$ cat src/rtl/nor_cmd_fsm.sv
module nor_cmd_fsm #(
  parameter int AW = 11,
  parameter int DW = 8,
  parameter int MW = 6,
  parameter int SW = 2,
  parameter int PROG_CYC = 6,
  parameter int ERASE_CYC = 20
) (
  input  logic            clk,
  input  logic            rst_n,
  input  logic            ce_n,
  input  logic            we_n,
  input  logic            oe_n,
  input  logic            lowv,
  input  logic [(1<<SW)-1:0] prot,
  input  logic [AW-1:0]   addr,
  input  logic [DW-1:0]   wdata,
  output logic [DW-1:0]   rdata,
  output logic            rdy
);
  localparam int OW    = MW - SW;
  localparam int SECD  = 1 << OW;
  localparam int DEPTH = 1 << MW;
  localparam int PCW   = $clog2(PROG_CYC + 1);
  localparam int ECW   = $clog2(ERASE_CYC + 1);

  typedef enum logic [3:0] {C_RD, C_U1, C_U2, C_PG, C_E1, C_E2, C_E3, C_BY, C_BYP, C_BYX} cmd_t;

  cmd_t cmd;
  logic [DW-1:0] mem [DEPTH];
  logic pgm_busy, ers_act, ephase, susp, tog;
  logic [PCW-1:0] pcnt;
  logic [MW-1:0]  paddr;
  logic [DW-1:0]  pdata;
  logic [SW-1:0]  esec;
  logic [OW-1:0]  eidx;
  logic [ECW-1:0] ecnt;
  logic [DW-1:0]  status;

  wire rd = !ce_n && !oe_n && we_n;
  wire wr = !ce_n && !we_n && oe_n && !lowv;
  wire [MW-1:0] maddr = addr[MW-1:0];
  wire [SW-1:0] wsec = maddr[MW-1:OW];
  wire [7:0] cb = wdata[7:0];
  wire at555 = addr == AW'('h555);
  wire at2aa = addr == AW'('h2AA);

  wire busy     = pgm_busy || (ers_act && !susp);
  wire ers_run  = ers_act && !susp && !pgm_busy;
  wire accept   = wr && !busy;
  wire pg_ok    = !prot[wsec] && !(susp && wsec == esec);
  wire pg_arm   = (cmd == C_PG) || (cmd == C_BYP);
  wire pg_fire  = pgm_busy && pcnt == '0;
  wire pre_fire = ers_run && !ephase;
  wire fill     = ers_run && ephase && ecnt == '0;

  assign rdy = !busy;

  always_comb begin
    status = '0;
    status[7] = pgm_busy ? ~pdata[7] : 1'b0;
    status[6] = tog;
  end

  assign rdata = !rd ? '0 : (busy ? status : mem[maddr]);

  always_ff @(posedge clk or negedge rst_n) begin
    if (!rst_n) begin
      cmd <= C_RD;
      pgm_busy <= 1'b0;
      ers_act <= 1'b0;
      ephase <= 1'b0;
      susp <= 1'b0;
      tog <= 1'b0;
      pcnt <= '0;
      paddr <= '0;
      pdata <= '0;
      esec <= '0;
      eidx <= '0;
      ecnt <= '0;
    end else begin
      if (rd && busy) tog <= ~tog;
      if (pgm_busy) begin
        if (pcnt == '0) pgm_busy <= 1'b0;
        else pcnt <= pcnt - 1'b1;
      end
      if (ers_run) begin
        if (!ephase) begin
          eidx <= eidx + 1'b1;
          if (eidx == OW'(SECD - 1)) begin
            ephase <= 1'b1;
            ecnt <= ECW'(ERASE_CYC - 1);
          end
        end else if (ecnt == '0) ers_act <= 1'b0;
        else ecnt <= ecnt - 1'b1;
      end
      if (ers_act && !susp && wr && cb == 8'hB0) susp <= 1'b1;
      if (accept) begin
        case (cmd)
          C_RD: begin
            if (at555 && cb == 8'hAA) cmd <= C_U1;
            else if (susp && cb == 8'h30) susp <= 1'b0;
          end
          C_U1: cmd <= (at2aa && cb == 8'h55) ? C_U2 : C_RD;
          C_U2: begin
            if (at555 && cb == 8'hA0) cmd <= C_PG;
            else if (at555 && cb == 8'h80 && !susp) cmd <= C_E1;
            else if (at555 && cb == 8'h20 && !susp) cmd <= C_BY;
            else cmd <= C_RD;
          end
          C_PG, C_BYP: begin
            if (pg_ok) begin
              pgm_busy <= 1'b1;
              pcnt <= PCW'(PROG_CYC - 1);
              paddr <= maddr;
              pdata <= wdata;
            end
            cmd <= (cmd == C_PG) ? C_RD : C_BY;
          end
          C_E1: cmd <= (at555 && cb == 8'hAA) ? C_E2 : C_RD;
          C_E2: cmd <= (at2aa && cb == 8'h55) ? C_E3 : C_RD;
          C_E3: begin
            if (cb == 8'h30 && !prot[wsec]) begin
              ers_act <= 1'b1;
              ephase <= 1'b0;
              eidx <= '0;
              esec <= wsec;
            end
            cmd <= C_RD;
          end
          C_BY: begin
            if (cb == 8'hA0) cmd <= C_BYP;
            else if (cb == 8'h90) cmd <= C_BYX;
          end
          C_BYX: cmd <= (cb == 8'h00) ? C_RD : C_BY;
          default: cmd <= C_RD;
        endcase
      end
    end
  end

  always_ff @(posedge clk) begin
    if (pg_fire) mem[paddr] <= mem[paddr] & pdata;
    if (pre_fire) mem[{esec, eidx}] <= '0;
    if (fill)
      for (int i = 0; i < SECD; i++) mem[{esec, OW'(i)}] <= '1;
  end
endmodule

$ cat config.mk
export PLATFORM = sky130hd
export DESIGN_NAME = nor_cmd_fsm
export DESIGN_NICKNAME = d
export VERILOG_FILES = /design/src/rtl/nor_cmd_fsm.sv
export SDC_FILE = /design/constraint.sdc
export NUM_CORES = 1
export LEC_CHECK = 0
export ABC_AREA = 1
export BUFFER_PORTS_ARGS = -buffer_cell sky130_fd_sc_hd__buf_2
export CELL_PAD_IN_SITES_DETAIL_PLACEMENT = 2
export CELL_PAD_IN_SITES_GLOBAL_PLACEMENT = 2
export CORE_MARGIN = 10
export CORE_UTILIZATION = 35
export DETAILED_ROUTE_END_ITERATION = 12
export PLACE_DENSITY_LB_ADDON = 0.1
export SYNTH_ARGS = -nofsm -noshare
export SYNTH_HDL_FRONTEND = slang
export SYNTH_SLANG_ARGS = --single-unit
$ cat constraint.sdc
create_clock -name clk -period 2.82 [get_ports clk]
set_input_delay 0 -clock clk [delete_from_list [all_inputs] [get_ports clk]]
set_output_delay 0 -clock clk [all_outputs]
set_load 0.05 [all_outputs]
==> results of run 1 <==
-- placed cells by master, fill, tap and decap left out, types with 7 or more instances in the layout --
master	netlist	layout
clkbuf_16	0	79
dlygate4sd3_1	0	30
inv_1	133	128
nand4_1	27	27
nor2_4	11	22
dfxtp_1	512	512
bufinv_16	0	9
o21ai_0	324	321
inv_4	0	8
inv_2	57	52
nand2_1	1485	1473
nor2_2	9	14
nand2_2	46	45
nand2_4	1	14
buf_2	76	29
o211ai_1	7	7
nand3_2	7	10
nor2_1	504	488
clkbuf_1	231	12
o22ai_1	36	36
dfrtp_1	37	34
clkbuf_8	0	16
clkinv_2	0	12
nand3_1	969	966
buf_4	2	110
a21oi_1	513	511
buf_12	0	92
nor3_1	12	8
-- cell usage after synthesis (4+ instances only) --
library cell	number
ha_1	5
nand3_2	7
buf_2	76
dfrtp_1	37
nor2_4	11
o22ai_1	36
nor2_2	9
o31ai_1	4
dfxtp_1	512
nand3_1	969
nor3_1	12
a21oi_1	513
o211ai_1	7
nor2_1	504
nand2_1	1485
inv_2	57
nand4_1	27
inv_1	133
nand2_2	46
buf_1	62
clkbuf_1	231
o21ai_0	324
-- final cells by class --
| cell class | instances | area share [%] |
|---|---|---|
| repair buffers | 274 | 9.02 |
| flip-flops and latches | 549 | 29.9 |
| clock buffers | 103 | 5.72 |
| inverters | 193 | 2.05 |
| multi-input cells | 3987 | 48.4 |
| well taps | 1165 | 3.89 |
| diodes | 1 | 0.00668 |
| clock inverters | 26 | 0.996 |
-- per-layer routing --
metal	share of wire, %	global-route usage, %	routed length [um]
met2	46	53.5	81200
met3	6.4	4.12	11200
met1	43	42.6	75700
met4	3.9	12.8	6830
met5	0.019	0	34
-- flip-flops by register name, summed over array words and instances, names as in the netlist --
register / cells
mem: 512
pdata: 8
paddr: 6
ecnt: 5
cmd: 4
eidx: 4
pcnt: 3
esec: 2
ephase: 1
ers_act: 1
pgm_busy: 1
susp: 1
tog: 1
-- kinds of logic (layout without fill, tap and decap cells) --
group                      after synthesis  after routing
other                                    0              1
DFF                                    549            549
adders and majority gates                5              5
and+or+nand+nor                       3076           3076
AOI/OAI and AO/OA                      901            901
buffers and inverters                  564            596
xor gates and xnor gates                 5              5
-- power by group --
group / switching, mW / leakage [nW] / internal (mW)
registers: 0.113 / 4.60 / 7.87
logic: 7.69 / 11.3 / 2.81
clock network: 4.02 / 1.24 / 6.10
total: 11.8 / 17.2 / 16.8
-- how the worst max path moves through the flow --
stage                     startpoint          to  slack [ns]
final                     mem[62][4]    rdata[4]      -0.005
after global routing        pgm_busy        susp       -0.04
after CTS                 mem[36][1]    rdata[1]        0.01
after detailed placement        susp  mem[40][2]        0.02
after global placement          susp  mem[44][3]        0.16
after floorplan             pgm_busy    paddr[0]        0.31
-- what timing repair did --
item | 4_1_cts | 5_1_grt
endpoints found under the setup margin | 5 | 447
hold buffers | 30 | 0
buffers inserted | 1 | 10
gates resized for setup | 2 | 41
pin swaps | 2 | 6
cloned | 0 | 4
endpoints found under the hold margin | 59 | 0
-- critical path, cell delays in order, from the launching register on --
cell     delay, ns
dfxtp_1       0.32
nor2_1        0.10
nor2_1        0.05
o21ai_0       0.09
o21ai_0       0.13
nand2_1       0.08
nand2_1       0.15
nor2_1        0.40
nor2_1        0.09
nor2_1        0.31
a21oi_1       0.24
buf_12        0.21
-- per-stage QoR --
step / area, um2 / total power [mW] / instances / setup WS [ns]
final: 37400 / 28.6 / 6298 / -0.00493
after global routing: 37400 / 29.2 / 6297 / -0.0393
after detailed placement: 34300 / 17.7 / 6123 / 0.0167
after global placement: 34300 / 17.6 / 6123 / 0.163
after CTS: 37100 / 27.8 / 6283 / 0.0103
after floorplan: 31300 / 12.6 / 5100 / 0.312
==> flow_summary.yaml, run 1 <==
status:
  status: "complete, but fails checks"
  violations: "negative setup slack"
timing:
  final.setup_skew_ns: 0.0246
  fin_crit_ns: 2.82
  slew_headroom_pct: 45.5
  fin_ws_ns: -0.00493
  rsz0062_at_grt: "yes"
  finalCritPeriodShare_pct: 100
  max_freq_mhz: 354
  finalSetupTns_ns: -0.00493
  worst_pin_slew_ns: 0.814
  setup_viol: 1
  whs_ns: 0.0716
  maxSlewViolCount: 0
  final_hold_viol_count: 0
clock_network:
  cts_sinks: 549
  cts_made_buffers: 71
  tritoncts: "yes"
  cts_htree_levels: 3
  clk_pin_slew_ns: 0.06
  insertion_delay_ns: 0.65
  clk_path_buf_depth: 3
  clockRootBuffer: "clkbuf_16"
floorplan:
  io_pins: 38
  fp.dieW_um: 319
  num_rows: 109
  start_util_pct: 35.4
  die_area_um2: 102000
  die-height_um: 319
  fp.coreArea_um2: 88500
finish:
  synthToLayoutAreaGrowth_pct: 19.6
  postLayoutCoreUtil_pct: 42.3
  seqCellArea_um2: 11200
  drive_gt1_share_pct: 10.7
  fill_cells: 10628
  multi_input_area_um2: 18100
  nNetsFinal: 5110
route:
  wl_mm: 175
  dr.pass1.iters: 5
  drtIter0Drc: 3570
  drtAntennaViolNets: 0
  wl_per_cell_um: 27.8
  vias: 38278
  avgViaCountPerCell: 6.08
  drc_errors: 0
yosys:
  yosys-top-cells-area: "dfxtp_1 (33%), nand2_1 (18%), nand3_1 (15%)"
  synth_ff_type: "dfxtp_1"
  post_synth_num_cell_types: 40
  synth_fp_nets: 5134
  synth_mux_area_share_pct: 0
  synth_xor_area_share_pct: 0.140
  synth_edf_count: 0
  synth-seq-area-share_pct: 35.7
  synth_adder_area_share_pct: 0.200
  syn-cell-area_um2: 31300
  synth.top_cell.area_share_pct: 32.7
  synth_compound_area_share_pct: 14.9
  syn_inst: 5100
  synth-seq-cells: 549
  synth_warnings: 0
  ys_async_sr_fraction_pct: 6.74
  yosys.area_share.simple_pct: 42.0
  synth_top_family_by_area: "simple AND/OR/NAND/NOR gates"
  yosys.area.top_type: "dfxtp_1"
  syn_area_per_cell_um2: 6.14
place:
  gp_congestion: 0.911
  dpl.hpwl_mm: 110
  port_buffers: 37
critical_path:
  timing.rr.start: "paddr[0]"
  endpoint_kind: "output port"
  reg2reg_slack_ns: 0.04
  start_kind: "flop"
  r2r-end: "mem[21][2]"
  critPathKind: "flop to output port"
  arrival_ns: 2.82
  worstPathRequired_ns: 2.82
  ff2ff_path_depth: 13
  crit_fanout: 3
grt:
  first_global_vias: 40376
  grt_usage_pct: 32.4
  grt_max_degree: 129
  antenna_found_initial: 3
  overflow: 0
  grt_pass1_wl_mm: 258
job:
  cap_violations: 0
power:
  leakage_nw: 17.2
  power-per-cell-area_nw_per_um2: 764
  ir_drop_v: 0.000551
hold_path:
  worst_hold_path.num_cells: 8
  holdPathEnd: "cmd[1]"
  min_path_type: "input pin to flop"
  min-delay-start: "addr[10]"
Power figures use the tool's default switching activity.
==> inputs of run 2 (changes only) <==
--- a/config.mk
+++ b/config.mk
@@ -5,12 +5,11 @@
 export SDC_FILE = /design/constraint.sdc
 export NUM_CORES = 1
 export LEC_CHECK = 0
-export ABC_AREA = 1
 export BUFFER_PORTS_ARGS = -buffer_cell sky130_fd_sc_hd__buf_2
 export CELL_PAD_IN_SITES_DETAIL_PLACEMENT = 2
 export CELL_PAD_IN_SITES_GLOBAL_PLACEMENT = 2
 export CORE_MARGIN = 10
-export CORE_UTILIZATION = 35
+export CORE_UTILIZATION = 42
 export DETAILED_ROUTE_END_ITERATION = 12
 export PLACE_DENSITY_LB_ADDON = 0.1
 export SYNTH_ARGS = -nofsm -noshare
==> run 2 against run 1 <==
Effect of this change:
- the run still ends with negative setup slack left
- flip-flop and latch count unchanged
- register-to-register slack got worse by 0.08 ns
- highest routed layer unchanged
- critical endpoint is now rdata[7]
- cell count decreased by 40%
- fmax decreased by 2.1%
- clock power decreased by 12%
- combinational power decreased by 87%
- total power decreased by 36%
- first-iteration DRC count decreased by 38%
- count of clock-buffer cells in the layout increased by 3
==> flow_summary.yaml, run 2 <==
power:
  leakage_nw: 13.1
  p_sw_share_pct: 24.5
  power_frac_comb_pct: 7.3
  power.switching_mw: 4.47
  power.share.clock_pct: 48.7
  power.internal_mw: 13.8
  ir_drop_v: 0.000431
  seqPwrFrac_pct: 44.0
  power-per-cell-area_nw_per_um2: 541
timing:
  max_freq_mhz: 347
  fin_ws_ns: -0.0643
  finalCritPeriodShare_pct: 102
  slew_headroom_pct: 35.9
  setup_viol: 36
  rsz0062_at_grt: "yes"
  final_hold_viol_count: 0
  worst_pin_slew_ns: 0.962
  fin_crit_ns: 2.88
  maxSlewViolCount: 0
  final.setup_skew_ns: 0.0255
  whs_ns: 0.0269
route:
  drc_errors: 0
  wl_per_cell_um: 31.6
  avgViaCountPerCell: 6.54
  drtAntennaViolNets: 0
  vias: 24880
  drtIter0Drc: 2227
  dr.pass1.iters: 5
  wl_mm: 120
clock_network:
  cts_made_buffers: 67
  insertion_delay_ns: 0.61
  cts_htree_levels: 3
  clk_pin_slew_ns: 0.06
  clockRootBuffer: "clkbuf_16"
  tritoncts: "yes"
  clk_path_buf_depth: 3
  cts_sinks: 549
critical_path:
  path_cells: "mux4_2 > a22oi_1 > nand3_1 > a22oi_1 > nand3_1 > a21oi_2 > nor2_1 > buf_2"
  cp_top_family: "compound AO/OA/AOI/OAI gates"
  crit_buf_inv: 1
  crit_fanout: 3
  cpPeakStageDelay_ns: 0.57
  start_kind: "flop"
  endpoint_kind: "output port"
  critPathKind: "flop to output port"
  arrival_ns: 2.88
  ff2ff_path_depth: 11
  slowest_stage: "mux4_2"
  r2r-end: "mem[3][1]"
  reg2reg_slack_ns: -0.04
  timing.rr.start: "paddr[0]"
  worstPathRequired_ns: 2.82
finish:
  synthToLayoutAreaGrowth_pct: 21.5
  final_cell_mix: "dfxtp_1 (512), mux2i_1 (398), nor3_1 (384)"
  largest_reg_flops: 512
  regMostFlops: "mem"
  fin_area_um2: 33800
  final_common_cell: "dfxtp_1"
  nNetsFinal: 2923
  fill_cells: 6448
  top_regs: "mem x512, pdata x8, paddr x6"
  drive_gt1_share_pct: 27.0
  num_antenna_cells: 0
  finalNonFillerCells: 3804
floorplan:
  io_pins: 38
  die_area_um2: 76900
  start_util_pct: 42.3
  fp.dieW_um: 277
  die-height_um: 277
  fp.coreArea_um2: 65600
  num_rows: 94
yosys:
  synth_warnings: 0
  yosysMostFrequentCell: "dfxtp_1"
  synth_ff_type: "dfxtp_1"
  synth_fp_nets: 2825
  yosys-top-cells-area: "dfxtp_1 (37%), mux2i_1 (15%), mux4_2 (13%)"
  yosys-top-cells-count: "dfxtp_1 (512), mux2i_1 (412), a21oi_1 (405)"
  yosys.area.top_type: "dfxtp_1"
  syn-cell-area_um2: 27800
  synth-seq-cells: 549
  syn_inst: 2791
  post_synth_num_cell_types: 67
  syn_area_per_cell_um2: 9.96
  ys_async_sr_fraction_pct: 6.74
  synth.top_cell.area_share_pct: 36.9
  synth-seq-area-share_pct: 40.2
  synth_edf_count: 0
job:
  cap_violations: 0
grt:
  grt_usage_pct: 29.2
  antenna_found_initial: 2
  overflow: 0
  grt_pass1_wl_mm: 175
  grt_max_degree: 129
  first_global_vias: 26731
place:
  postPlaceCellArea_um2: 30400
  gp_congestion: 0.895
  port_buffers: 37
  dpl.cell_count: 3657
  dpl.hpwl_mm: 76.1
hold_path:
  min-delay-start: "prot[0]"
  min_path_type: "input pin to flop"
  holdPathEnd: "pcnt[1]"
  worst_hold_path.num_cells: 4
status:
  status: "complete, but fails checks"
  violations: "negative setup slack"
==> run 2: logic make-up (layout without fill, tap and decap cells) <==
kind of cell / count (synthesis) / in the layout / synth area share [%]
buf+inv: 289 / 438 / 4.64
mux: 585 / 585 / 28.2
compound gates: 611 / 611 / 13.2
xor+xnor: 9 / 9 / 0.284
flops: 549 / 549 / 40.2
simple gates: 743 / 743 / 13.3
fa+ha+maj: 5 / 5 / 0.225
==> run 2: worst max-delay path by stage <==
| stage | start | to | depth (start not counted) |
|---|---|---|---|
| after floorplan | susp | rdata[6] | 4 |
| after global placement | paddr[0] | mem[56][4] | 10 |
| after detailed placement | paddr[0] | mem[56][4] | 11 |
| after CTS | mem[51][0] | rdata[0] | 6 |
| after global routing | paddr[0] | mem[48][5] | 12 |
| final | mem[11][7] | rdata[7] | 8 |
==> run 2: final cells by class <==
cell class | count | area (um2) | share of cell area [%]
Multi-Input combinational cell | 1953 | 16200 | 48.0
Sequential cell | 549 | 11200 | 33.1
Timing Repair Buffer | 307 | 3040 | 9.00
Clock buffer | 106 | 2100 | 6.22
Tap cell | 864 | 1080 | 3.20
Clock inverter | 14 | 130 | 0.385
Inverter | 11 | 41.3 | 0.122
==> run 2: what timing repair did <==
item                                    CTS  global route
cloned                                    0             3
hold buffers                             16             0
setup buffers                             5             4
endpoints found under the setup margin  413           517
endpoints found under the hold margin    53             0
gates resized for setup                  33           161
pin swaps                                 2            16
==> run 2: power by group through the flow <==
stage          Combinational [mW]  Sequential (mW)  Clock (mW)
6_report                     1.33             8.04        8.88
5_1_grt                      1.40             8.05        9.32
4_1_cts                      1.27             8.04        8.97
3_5_place_dp                 1.22             8.20           0
3_3_place_gp                 1.18             8.18           0
2_1_floorplan               0.728             8.14           0
==> run 2: worst register-to-register path: stages (launching register included) <==
cell and delay, ns:
dfrtp_4 0.50, buf_12 0.16, buf_16 0.19, mux2i_1 0.18, a22o_1 0.23, a221oi_1 0.52
o22ai_1 0.18, nor3_2 0.15, buf_4 0.18, nor2_4 0.05, buf_12 0.18, a21oi_1 0.25
==> run 2: stage by stage <==
step	setup TNS, ns	setup WS (ns)	utilization (%)	power (mW)
after floorplan	0	0.112	-	8.87
after global placement	-9.37	-0.0899	46.3	9.37
after detailed placement	-26.29	-0.192	46.3	9.41
after CTS	0	0.000256	50.2	18.3
after global routing	-22.24	-0.162	51.5	18.8
final	-0.494	-0.0643	51.5	18.3
==> run 2: metal layers <==
metal | wire length, um | part of all wire [%] | up-vias | global-route usage (%)
met5 | 27 | 0.022 | - | 0
met4 | 4990 | 4.1 | 4 | 12.6
met3 | 6700 | 5.6 | 231 | 5.12
met2 | 57800 | 48 | 771 | 48.2
met1 | 50700 | 42 | 13174 | 37.1
li1 | - | - | 10700 | -
